## config.mk

```make
export PLATFORM = sky130hd
export DESIGN_NAME = basic_xfer_master
export DESIGN_NICKNAME = d
export VERILOG_FILES = /design/src/rtl/xfer_pkg.sv /design/src/rtl/xfer_ctrl.sv /design/src/rtl/xfer_datapath.sv /design/src/rtl/basic_xfer_master.sv
export SDC_FILE = /design/constraint.sdc
export NUM_CORES = 1
export LEC_CHECK = 0
export BUFFER_PORTS_ARGS = -buffer_cell sky130_fd_sc_hd__buf_4
export CAP_MARGIN = 20
export CORE_UTILIZATION = 35
export CTS_CLUSTER_DIAMETER = 30
export DETAILED_ROUTE_END_ITERATION = 8
export PLACE_DENSITY = 0.67
export SLEW_MARGIN = 30
export SYNTH_ARGS = -nofsm -noshare
export SYNTH_HDL_FRONTEND = slang
export SYNTH_SLANG_ARGS = --single-unit
```

## constraint.sdc

```tcl
create_clock -name clk -period 4.1 [get_ports clk]
set_clock_uncertainty 0.2 [all_clocks]
set_input_delay 0.41 -clock clk [delete_from_list [all_inputs] [get_ports clk]]
set_output_delay 0.41 -clock clk [all_outputs]
set_load 0.1 [all_outputs]
```

## src/rtl/xfer_pkg.sv

```systemverilog
package xfer_pkg;
  typedef enum logic [2:0] {
    PH_IDLE, PH_ADDR, PH_STAT, PH_ADL, PH_CMD, PH_STOFF, PH_HOLD
  } xferPhase_t;

  typedef struct packed {
    logic loadReq;
    logic addrOn;
    logic statusOn;
    logic adlOn;
    logic cmdOn;
    logic dataOn;
    logic capture;
    logic waitTick;
  } xferCtrl_t;
endpackage

```

## src/rtl/xfer_ctrl.sv

```systemverilog
module xfer_ctrl
  import xfer_pkg::*;
(
  input  logic      clk,
  input  logic      rstN,
  input  logic      reqValid,
  input  logic      busReady,
  output logic      reqReady,
  output xferCtrl_t ctrl
);
  xferPhase_t phase, phaseNext;

  always_ff @(posedge clk or negedge rstN) begin
    if (!rstN) phase <= PH_IDLE;
    else       phase <= phaseNext;
  end

  always_comb begin
    phaseNext = phase;
    ctrl      = '0;
    reqReady  = 1'b0;
    unique case (phase)
      PH_IDLE: begin
        reqReady = 1'b1;
        if (reqValid) begin
          ctrl.loadReq = 1'b1;
          phaseNext    = PH_ADDR;
        end
      end
      PH_ADDR: begin
        ctrl.addrOn = 1'b1;
        phaseNext   = PH_STAT;
      end
      PH_STAT: begin
        ctrl.addrOn   = 1'b1;
        ctrl.statusOn = 1'b1;
        phaseNext     = PH_ADL;
      end
      PH_ADL: begin
        ctrl.addrOn   = 1'b1;
        ctrl.statusOn = 1'b1;
        ctrl.adlOn    = 1'b1;
        ctrl.dataOn   = 1'b1;
        phaseNext     = PH_CMD;
      end
      PH_CMD: begin
        ctrl.addrOn   = 1'b1;
        ctrl.statusOn = 1'b1;
        ctrl.cmdOn    = 1'b1;
        ctrl.dataOn   = 1'b1;
        phaseNext     = PH_STOFF;
      end
      PH_STOFF: begin
        ctrl.addrOn = 1'b1;
        ctrl.cmdOn  = 1'b1;
        ctrl.dataOn = 1'b1;
        phaseNext   = PH_HOLD;
      end
      PH_HOLD: begin
        ctrl.cmdOn  = 1'b1;
        ctrl.dataOn = 1'b1;
        if (busReady) begin
          ctrl.capture = 1'b1;
          phaseNext    = PH_IDLE;
        end else begin
          ctrl.waitTick = 1'b1;
        end
      end
      default: phaseNext = PH_IDLE;
    endcase
  end
endmodule

```

## src/rtl/xfer_datapath.sv

```systemverilog
module xfer_datapath
  import xfer_pkg::*;
#(
  parameter int ADDR_W     = 32,
  parameter int DATA_W     = 32,
  parameter int WAIT_LIMIT = 150
) (
  input  logic              clk,
  input  logic              rstN,
  input  xferCtrl_t         ctrl,
  input  logic [ADDR_W-1:0] reqAddr,
  input  logic              reqMem,
  input  logic              reqWrite,
  input  logic [DATA_W-1:0] reqWdata,
  input  logic              reqRefresh,
  input  logic [DATA_W-1:0] busDataIn,
  output logic [ADDR_W-1:0] busAddr,
  output logic              busMemIo,
  output logic              busNarrowAddr,
  output logic              busRefreshN,
  output logic              busS0N,
  output logic              busS1N,
  output logic              busAdlN,
  output logic              busCmdN,
  output logic [DATA_W-1:0] busDataOut,
  output logic              busDataOe,
  output logic [DATA_W-1:0] rdData,
  output logic              rdValid,
  output logic              waitTimeout
);
  localparam int CNT_W = $clog2(WAIT_LIMIT + 1);
  localparam int HI_W  = ADDR_W - 24;
  localparam logic [CNT_W-1:0] LIMIT_C = CNT_W'(WAIT_LIMIT);

  logic [ADDR_W-1:0] addrQ;
  logic [DATA_W-1:0] wdataQ;
  logic              memQ, writeQ, refreshQ;
  logic [CNT_W-1:0]  waitCnt;

  always_ff @(posedge clk or negedge rstN) begin
    if (!rstN) begin
      addrQ    <= '0;
      wdataQ   <= '0;
      memQ     <= 1'b0;
      writeQ   <= 1'b0;
      refreshQ <= 1'b0;
    end else if (ctrl.loadReq) begin
      addrQ    <= reqAddr;
      wdataQ   <= reqWdata;
      memQ     <= reqMem | reqRefresh;
      writeQ   <= reqWrite & ~reqRefresh;
      refreshQ <= reqRefresh;
    end
  end

  always_ff @(posedge clk or negedge rstN) begin
    if (!rstN) begin
      rdData  <= '0;
      rdValid <= 1'b0;
    end else begin
      rdValid <= ctrl.capture & ~writeQ & ~refreshQ;
      if (ctrl.capture) rdData <= busDataIn;
    end
  end

  always_ff @(posedge clk or negedge rstN) begin
    if (!rstN) begin
      waitCnt     <= '0;
      waitTimeout <= 1'b0;
    end else if (ctrl.loadReq) begin
      waitCnt     <= '0;
      waitTimeout <= 1'b0;
    end else if (ctrl.waitTick) begin
      if (waitCnt == LIMIT_C) waitTimeout <= 1'b1;
      else                    waitCnt     <= waitCnt + 1'b1;
    end
  end

  always_comb begin
    busAddr       = ctrl.addrOn ? addrQ : '0;
    busMemIo      = ctrl.addrOn & memQ;
    busNarrowAddr = ctrl.addrOn & (addrQ[ADDR_W-1 -: HI_W] == '0);
    busRefreshN   = ~(ctrl.addrOn & refreshQ);
    busS0N        = ~ctrl.statusOn | writeQ;
    busS1N        = ~ctrl.statusOn | ~writeQ;
    busAdlN       = ~ctrl.adlOn;
    busCmdN       = ~ctrl.cmdOn;
    busDataOe     = ctrl.dataOn & writeQ;
    busDataOut    = busDataOe ? wdataQ : '0;
  end
endmodule

```

## src/rtl/basic_xfer_master.sv

```systemverilog
module basic_xfer_master
  import xfer_pkg::*;
#(
  parameter int ADDR_W     = 32,
  parameter int DATA_W     = 32,
  parameter int CLK_MHZ    = 50,
  parameter int WAIT_LIMIT = 3 * CLK_MHZ
) (
  input  logic              clk,
  input  logic              rstN,
  input  logic              reqValid,
  input  logic [ADDR_W-1:0] reqAddr,
  input  logic              reqMem,
  input  logic              reqWrite,
  input  logic [DATA_W-1:0] reqWdata,
  input  logic              reqRefresh,
  output logic              reqReady,
  output logic [ADDR_W-1:0] busAddr,
  output logic              busMemIo,
  output logic              busNarrowAddr,
  output logic              busRefreshN,
  output logic              busS0N,
  output logic              busS1N,
  output logic              busAdlN,
  output logic              busCmdN,
  output logic [DATA_W-1:0] busDataOut,
  output logic              busDataOe,
  input  logic [DATA_W-1:0] busDataIn,
  input  logic              busReady,
  output logic [DATA_W-1:0] rdData,
  output logic              rdValid,
  output logic              waitTimeout
);
  xferCtrl_t ctrl;

  xfer_ctrl u_ctrl (
    .clk(clk), .rstN(rstN), .reqValid(reqValid), .busReady(busReady),
    .reqReady(reqReady), .ctrl(ctrl)
  );

  xfer_datapath #(.ADDR_W(ADDR_W), .DATA_W(DATA_W), .WAIT_LIMIT(WAIT_LIMIT)) u_dp (
    .clk(clk), .rstN(rstN), .ctrl(ctrl),
    .reqAddr(reqAddr), .reqMem(reqMem), .reqWrite(reqWrite),
    .reqWdata(reqWdata), .reqRefresh(reqRefresh), .busDataIn(busDataIn),
    .busAddr(busAddr), .busMemIo(busMemIo), .busNarrowAddr(busNarrowAddr),
    .busRefreshN(busRefreshN), .busS0N(busS0N), .busS1N(busS1N),
    .busAdlN(busAdlN), .busCmdN(busCmdN), .busDataOut(busDataOut),
    .busDataOe(busDataOe), .rdData(rdData), .rdValid(rdValid),
    .waitTimeout(waitTimeout)
  );
endmodule

```

==> flow_summary.yaml, run 1 <==
final_layout:
  antenna_cells: 0
  multiInputGateArea_um2: 2040
  area.growth.synth_to_final_pct: 37.3
  drive_gt1_frac: 0.391
  fillers: 1341
  fin_area_um2: 6980
  postLayoutCoreUtil: 0.497
  final_nets: 804
  seq_area_um2: 2800
route:
  vias: 4016
  viasPerCell: 4.54
  drt_iter0_markers: 129
  first_pass_iters: 4
  wirelength_um: 11900
  drc: 0
  ant_nets: 0
  avgRoutedWirePerCell_um: 13.5
synthesis:
  synth-edff-count: 0
  synthCells: 501
  yosysTopAreaCell: "dfrtp_1"
  ys_async_sr_fraction: 1.00
  netlist_area_um2: 5080
  ys.flop_type: "dfrtp_1"
  synthTopCellsByArea: "dfrtp_1, nand2_1, and2_1"
  synth.top_cell.area_share: 0.552
  avgSynthCellArea_um2: 10.1
  synthDistinctLibCells: 38
  synth_nets: 606
  seq_area_frac_synth: 0.552
  synth-seq-cells: 112
  ys_warn_count: 0
critical_path:
  r2r_cells: 4
  crit_required_ns: 3.49
  critPathSlowestCell: "dfrtp_1"
  slowest_delay_ns: 0.80
  timing.rr.start: "u_ctrl.phase[1]"
  endpoint: "busDataOut[1]"
  cp-end-kind: "output pin"
  worstPathArrival_ns: 2.88
  cp_max_fo: 24
  crit_chain: "nand3b_1 > a21boi_2 > buf_4 > and2_1 > buf_4"
  rrSetupSlack_ns: 1.72
  crit_type: "reg -> out"
  cp-startpoint: "u_ctrl.phase[1]"
  rr_endpoint: "u_dp.waitCnt[3]"
  path_common_cell: "buf_4"
  start_kind: "register"
timing:
  fmax_mhz: 287
  tns_ns: 0
  rsz0062_at_grt: "no"
  finalSetupViolations: 0
  hold_violations: 0
  relSlewSlack: 0.402
  tightest_slew_ns: 0.892
  fin_crit_sh: 0.851
  hold_ws_ns: 0.0481
  period_needed_ns: 3.49
  drv_slew: 0
global_route:
  grt_max_degree: 88
  grtUsageTotal: 0.163
  overflow: 0
  grt_pass1_wl_um: 19000
  antenna_found_initial: 0
  grt_pass1_vias: 4004
clocking:
  cts_num_sinks: 112
  h-tree-depth: 3
  insertion_delay_ns: 0.35
  cts_max_path_buffers: 2
  post_cts_buffers: 0
  clkTransAtPathRegs_ns: 0.07
  numCtsBuffers: 9
  cts_tree: "done"
  clockRootBuffer: "clkbuf_16"
min_path:
  hold_class: "in -> reg"
  hold_depth: 3
die:
  start_util: 0.362
  rows: 43
  die_h_um: 122
  core_um2: 14000
  die-width_um: 122
  pin_count: 210
  die_area_um2: 15000
place:
  dp_hpwl_um: 8570
  place_area_um2: 6670
  port_buffers: 209
  gp_congestion: 0.792
run_status:
  status: "finished clean"
job:
  maxCapViolations: 0
-- metrics by stage --
step | cells | setup slack [ns]
CTS | 884 | 0.590
floorplan | 501 | 0.369
global route | 884 | 0.396
detailed placement | 867 | 0.986
global placement | 867 | 1.20
finish | 884 | 0.613
-- synth_stat cells (2+ instances only) --
cell,n
clkbuf_1,5
dfrtp_1,112
nand3_1,2
ha_1,2
a21oi_1,6
o21ai_0,2
a211oi_1,2
nand2_1,210
mux2_2,34
nor3_1,4
nor4_1,3
and4bb_2,2
nor2_1,2
nand3b_4,2
nand2b_1,2
mux2i_1,5
buf_6,21
and2_1,65
-- worst min path at each step --
stage,slack (ns),start,end
after floorplan,-0.09,rstN,u_ctrl.phase[0]
after global placement,0.25,u_dp.addrQ[9],u_dp.addrQ[9]
after detailed placement,0.25,u_dp.addrQ[6],u_dp.addrQ[6]
after CTS,0.03,reqAddr[3],u_dp.addrQ[3]
after global routing,0.04,reqAddr[0],u_dp.addrQ[0]
final,0.05,reqWdata[10],u_dp.wdataQ[10]
-- cells by family after synthesis --
| family | count (synthesis) | share of synthesized area |
|---|---|---|
| adders and majority gates | 2 | 0.00492 |
| and+or+nand+nor | 303 | 0.284 |
| AOI/OAI and AO/OA | 16 | 0.0204 |
| buffers and inverters | 29 | 0.0534 |
| DFF | 112 | 0.552 |
| muxes | 39 | 0.0852 |
-- critical path: cells and delay by family (launching register included) --
family / cells / cell delay [ns]
simple gates: 2 / 0.40
compound gates: 1 / 0.77
flops: 1 / 0.80
buf+inv: 2 / 0.56
-- placed cells by master (no fill, tap or decap), types with 2 or more instances in the layout --
| cell type | netlist | layout |
|---|---|---|
| buf_4 | 1 | 213 |
| nand2_1 | 210 | 210 |
| dfrtp_1 | 112 | 112 |
| and2_1 | 65 | 65 |
| mux2_2 | 34 | 34 |
| clkbuf_16 | 0 | 9 |
| a21oi_1 | 6 | 5 |
| mux2i_1 | 5 | 5 |
| nor3_1 | 4 | 3 |
| nor4_1 | 3 | 3 |
| clkinv_2 | 0 | 3 |
| nor2_1 | 2 | 2 |
| nand2b_1 | 2 | 2 |
| a211oi_1 | 2 | 2 |
| nand3_1 | 2 | 2 |
| o21ai_0 | 2 | 2 |
| and4bb_2 | 2 | 2 |
| nand3b_4 | 2 | 2 |
| ha_1 | 2 | 2 |
| clkinvlp_4 | 0 | 2 |
-- layout make-up --
class / count / share of cell area
clock buffers: 10 / 0.0328
clock inverters: 6 / 0.00861
inverters: 1 / 0.000538
multi-input cells: 360 / 0.292
flip-flops and latches: 112 / 0.402
well taps: 180 / 0.0323
repair buffers: 215 / 0.232
-- flip-flops by register name, indices dropped and copies added, names as in the netlist --
name	flops
u_dp.addrQ	32
u_dp.rdData	32
u_dp.wdataQ	32
u_dp.waitCnt	8
u_ctrl.phase	3
u_dp.memQ	1
u_dp.rdValid	1
u_dp.refreshQ	1
u_dp.waitTimeout	1
u_dp.writeQ	1
-- routing by layer --
metal  vias up  wire length (um)  global-route usage
met2       135              5710               0.265
met5         -                 0                   0
met3        16               848              0.0460
li1       1983                 -                   -
met1      1882              5160               0.202
met4         0               231              0.0686
-- timing repair --
item / 4_1_cts / 5_1_grt
gates resized for setup: 0 / 0
endpoints found under the setup margin: 0 / 0
hold buffers: 1 / 0
endpoints found under the hold margin: 86 / 0
Power of run 1 is left out: the tool's default activity adds up to more than one toggle a clock period on the data nets, which glitch-free logic cannot reach.
==> inputs of run 2 (changes only) <==
--- a/config.mk
+++ b/config.mk
@@ -10,8 +10,9 @@
 export CORE_UTILIZATION = 35
 export CTS_CLUSTER_DIAMETER = 30
 export DETAILED_ROUTE_END_ITERATION = 8
-export PLACE_DENSITY = 0.67
+export PLACE_DENSITY = 0.68
 export SLEW_MARGIN = 30
 export SYNTH_ARGS = -nofsm -noshare
 export SYNTH_HDL_FRONTEND = slang
+export SYNTH_HIERARCHICAL = 1
 export SYNTH_SLANG_ARGS = --single-unit
==> run 2 against run 1 <==
Against the previous run:
- via count is 8.2% lower
- synthesized cell count is 25% lower
- highest routed layer unchanged
- routed wire length is 1.0% lower
==> flow_summary.yaml, run 2 <==
critical_path:
  start_kind: "register"
  rrSetupSlack_ns: 1.82
  r2r_cells: 5
  crit_type: "reg -> out"
  rr_endpoint: "u_dp/waitCnt[7]"
  cp-startpoint: "u_ctrl/phase[0]"
  cp-end-kind: "output pin"
  worstPathArrival_ns: 2.46
  cp_max_fo: 21
  crit_required_ns: 3.49
  timing.rr.start: "u_ctrl/phase[2]"
  endpoint: "busAddr[5]"
final_layout:
  layout_commonest_cell: "buf_4"
  fillers: 1194
  fin_area_um2: 7030
  antenna_cells: 0
  reg_top3: "u_dp/addrQ: 32 flops, u_dp/rdData: 32 flops, u_dp/wdataQ: 32 flops"
  layout_common_cells: "buf_4, dfrtp_1, mux2_2, and2_1, and3_1"
  final_nets: 689
  seq_area_um2: 2800
  area.growth.synth_to_final_pct: 42.9
  layoutNonFillerInstCount: 763
  drive_gt1_frac: 0.579
  postLayoutCoreUtil: 0.523
  multiInputGateArea_um2: 2000
synthesis:
  ys_async_sr_fraction: 1.00
  synth_most_common_cell: "dfrtp_1"
  avgSynthCellArea_um2: 13.0
  ys_warn_count: 6
  synthTopCellsByArea: "dfrtp_1, mux2_2, and2_1"
  synth_nets: 485
  synthCells: 378
  ys.flop_type: "dfrtp_1"
  netlist_area_um2: 4920
  synth.top_cell.area_share: 0.569
  seq_area_frac_synth: 0.569
  ys_top_cells_by_count: "dfrtp_1, mux2_2, and2_1"
  synthDistinctLibCells: 38
  synth-seq-cells: 112
  synth-edff-count: 0
  yosysTopAreaCell: "dfrtp_1"
timing:
  finalSetupViolations: 0
  fin_crit_sh: 0.750
  rsz0062_at_grt: "no"
  drv_slew: 0
  relSlewSlack: 0.476
  fmax_mhz: 325
  tightest_slew_ns: 0.787
  period_needed_ns: 3.07
  hold_violations: 0
  tns_ns: 0
route:
  drc: 0
  viasPerCell: 4.83
  vias: 3685
  wirelength_um: 11800
  avgRoutedWirePerCell_um: 15.5
  drt_iter0_markers: 117
  ant_nets: 0
  first_pass_iters: 4
job:
  maxCapViolations: 0
clocking:
  clockRootBuffer: "clkbuf_16"
  clkTransAtPathRegs_ns: 0.07
  post_cts_buffers: 0
  cts_max_path_buffers: 2
  ctsHoldBuffers: 1
  numCtsBuffers: 9
  h-tree-depth: 3
  post_cts_resized: 0
  insertion_delay_ns: 0.34
  cts_tree: "done"
  cts_num_sinks: 112
place:
  dp_hpwl_um: 8530
  port_buffers: 209
  place_inst: 743
  gp_congestion: 0.762
  place_area_um2: 6660
run_status:
  status: "finished clean"
die:
  rows: 42
  die_h_um: 121
  start_util: 0.366
  die_area_um2: 14500
  pin_count: 210
  die-width_um: 121
  core_um2: 13500
global_route:
  grt_pass1_vias: 3741
  grtUsageTotal: 0.163
  grt_max_degree: 80
  grt_pass1_wl_um: 18600
  antenna_found_initial: 0
  overflow: 0
min_path:
  hold_class: "in -> reg"
-- run 2: kinds of logic (layout without fill, tap and decap cells) --
kind of cell,Yosys count,count (layout),share of synthesized area
simple gates,106,106,0.131
flops,112,112,0.569
xor+xnor,2,2,0.00356
mux,98,98,0.225
fa+ha+maj,4,4,0.0102
compound gates,24,24,0.0318
buf+inv,32,241,0.0287
-- run 2: how the worst min path moves through the flow --
stage                                from         endpoint  cells after the start
final                       busDataIn[14]  u_dp/rdData[14]                      2
after CTS                   busDataIn[14]  u_dp/rdData[14]                      2
after global placement    u_dp/wdataQ[28]  u_dp/wdataQ[28]                      1
after global routing          reqAddr[22]   u_dp/addrQ[22]                      2
after detailed placement   u_dp/addrQ[17]   u_dp/addrQ[17]                      1
after floorplan                      rstN  u_ctrl/phase[0]                      0
-- run 2: per-layer routing --
| metal | global-route usage | vias up | routed length, um |
|---|---|---|---|
| met5 | 0 | - | 0 |
| met4 | 0.0517 | 0 | 193 |
| met3 | 0.0528 | 16 | 867 |
| met2 | 0.276 | 125 | 5960 |
| met1 | 0.197 | 1819 | 4790 |
| li1 | - | 1725 | - |
-- run 2: final cells by class --
class                      instances  area share
sequential                       112       0.399
timing repair buffer             217       0.239
clock inverter                     7     0.00996
inverter                           8     0.00427
tap                              176      0.0313
clock buffer                       9      0.0320
multi-input combinational        234       0.285
-- run 2: worst max-delay path: stages, from the launching register on --
cell and delay [ns]:
dfrtp_1 0.58, inv_1 0.16, o31ai_4 0.65, buf_4 0.29, and2_1 0.14, buf_4 0.28
-- run 2: per-stage QoR --
step	setup WS (ns)	hold WS (ns)
after global routing	0.845	0.0743
after detailed placement	1.38	0.290
after floorplan	0.00968	-0.0856
after global placement	1.48	0.282
after CTS	0.995	0.0763
final	1.03	0.0921
Power of run 2 is left out for the same reason.
==> inputs of run 3 (changes only) <==
--- a/config.mk
+++ b/config.mk
@@ -10,7 +10,7 @@
 export CORE_UTILIZATION = 35
 export CTS_CLUSTER_DIAMETER = 30
 export DETAILED_ROUTE_END_ITERATION = 8
-export PLACE_DENSITY = 0.68
+export PLACE_DENSITY = 0.7
 export SLEW_MARGIN = 30
 export SYNTH_ARGS = -nofsm -noshare
 export SYNTH_HDL_FRONTEND = slang
==> constraint.sdc (replaced) <==
create_clock -name clk -period 2.59 [get_ports clk]
set_clock_uncertainty 0.2 [all_clocks]
set_input_delay 0.259 -clock clk [delete_from_list [all_inputs] [get_ports clk]]
set_output_delay 0.259 -clock clk [all_outputs]
set_load 0.1 [all_outputs]
==> run 3 against run 2 <==
Against the previous run:
- hold slack got worse by 0.074 ns
- cell area increased by 15%
- clock-buffer cell count increased by 2
- largest cell class unchanged
==> flow_summary.yaml, run 3 (same netlist as run 2, synthesis figures left out) <==
run_status:
  status: "finished clean"
global_route:
  antenna_found_initial: 0
  grtUsageTotal: 0.192
  gr-usage-met1: 0.224
  grt_pass1_vias: 4377
  met3_usage: 0.0392
  grt_pass1_wl_um: 21600
  busiest_layer: "met2"
  overflow: 0
  grt_max_degree: 57
  met2_usage: 0.333
die:
  die-width_um: 121
  die_area_um2: 14500
  rows: 42
  core_um2: 13500
  pin_count: 210
  start_util: 0.366
  die_h_um: 121
final_layout:
  antenna_cells: 0
  area.growth.synth_to_final_pct: 64.9
  final_nets: 796
  drive_gt1_frac: 0.501
  layout_commonest_cell: "buf_4"
  layout_common_cells: "buf_4, dfrtp_1, dlygate4sd3_1, mux2_2, and2_1"
  reg_top3: "u_dp/addrQ: 32 flops, u_dp/rdData: 32 flops, u_dp/wdataQ: 32 flops"
route:
  drt_iter0_markers: 166
  drc: 0
  ant_nets: 0
  wirelength_um: 13700
  viasPerCell: 4.77
  first_pass_iters: 4
  avgRoutedWirePerCell_um: 15.7
  vias: 4139
critical_path:
  worstPathArrival_ns: 2.01
  crit_required_ns: 2.13
  start_kind: "register"
  crit_type: "reg -> out"
  cp-end-kind: "output pin"
  cp_max_fo: 29
place:
  port_buffers: 209
  pre_cts_ws_ns: 0.231
  gp_congestion: 0.814
  dp_hpwl_um: 9030
timing:
  period_needed_ns: 2.47
  rsz0062_at_grt: "no"
  finalSetupViolations: 0
  fin_crit_sh: 0.954
  hold_violations: 0
  setup_ws_ns: 0.119
  hold_ws_ns: 0.0183
  fmax_mhz: 405
  tightest_slew_ns: 0.462
  relSlewSlack: 0.690
  drv_slew: 0
  tns_ns: 0
clocking:
  cts_max_path_buffers: 2
  h-tree-depth: 3
  clockRootBuffer: "clkbuf_16"
  insertion_delay_ns: 0.35
  cts_tree: "done"
  clkTransAtPathRegs_ns: 0.07
  cts_num_sinks: 112
  numCtsBuffers: 9
job:
  maxCapViolations: 0
min_path:
  hold_class: "in -> reg"
[run 3: timing repair]
action	in CTS	in global routing
gates resized for setup	2	0
endpoints found under the hold margin	126	0
endpoints found under the setup margin	21	0
hold buffers	101	0
setup buffers	2	0
[run 3: final timing paths]
path | slack, ns | cells after the start | to | start
max | 0.12 | 6 | busDataOut[17] | u_ctrl/phase[1]
min reg2reg | 0.30 | 1 | u_dp/addrQ[17] | u_dp/addrQ[17]
min | 0.02 | 3 | u_ctrl/phase[2] | reqValid
min in group asynchronous | 0.19 | 2 | u_dp/wdataQ[9] | rstN
max reg2reg | 0.38 | 6 | u_dp/waitCnt[7] | u_ctrl/phase[2]
max in group asynchronous | 1.29 | 3 | u_dp/rdData[19] | rstN
[run 3: stage by stage]
stage               cell area [um^2]  std cells  utilization
finish                          8120        868        0.603
floorplan                       5010        378            -
CTS                             8120        868        0.603
global route                    8120        868        0.603
global placement                6790        751        0.505
detailed placement              6790        751        0.505
[run 3: area by class of cell]
class                           instances  area, um^2
Clock inverter                          3        42.5
Fill cell                            1050        5340
Timing Repair Buffer                  324        2740
Inverter                                8        30.0
Tap cell                              176         220
Clock buffer                           11         253
Sequential cell                       112        2800
Multi-Input combinational cell        234        2020
[run 3: metal layers]
metal / part of all wire / routed length (um)
met1: 0.39 / 5340
met2: 0.52 / 7070
met3: 0.054 / 740
met4: 0.036 / 494
met5: 0 / 0
[run 3: worst max-delay path, cell delays in order (launching register included)]
cell and delay, ns:
dfrtp_2 0.44, inv_1 0.14, ha_1 0.20, a21o_1 0.20, buf_12 0.19, and3_1 0.20, buf_4 0.30
Power of run 3 is left out for the same reason.
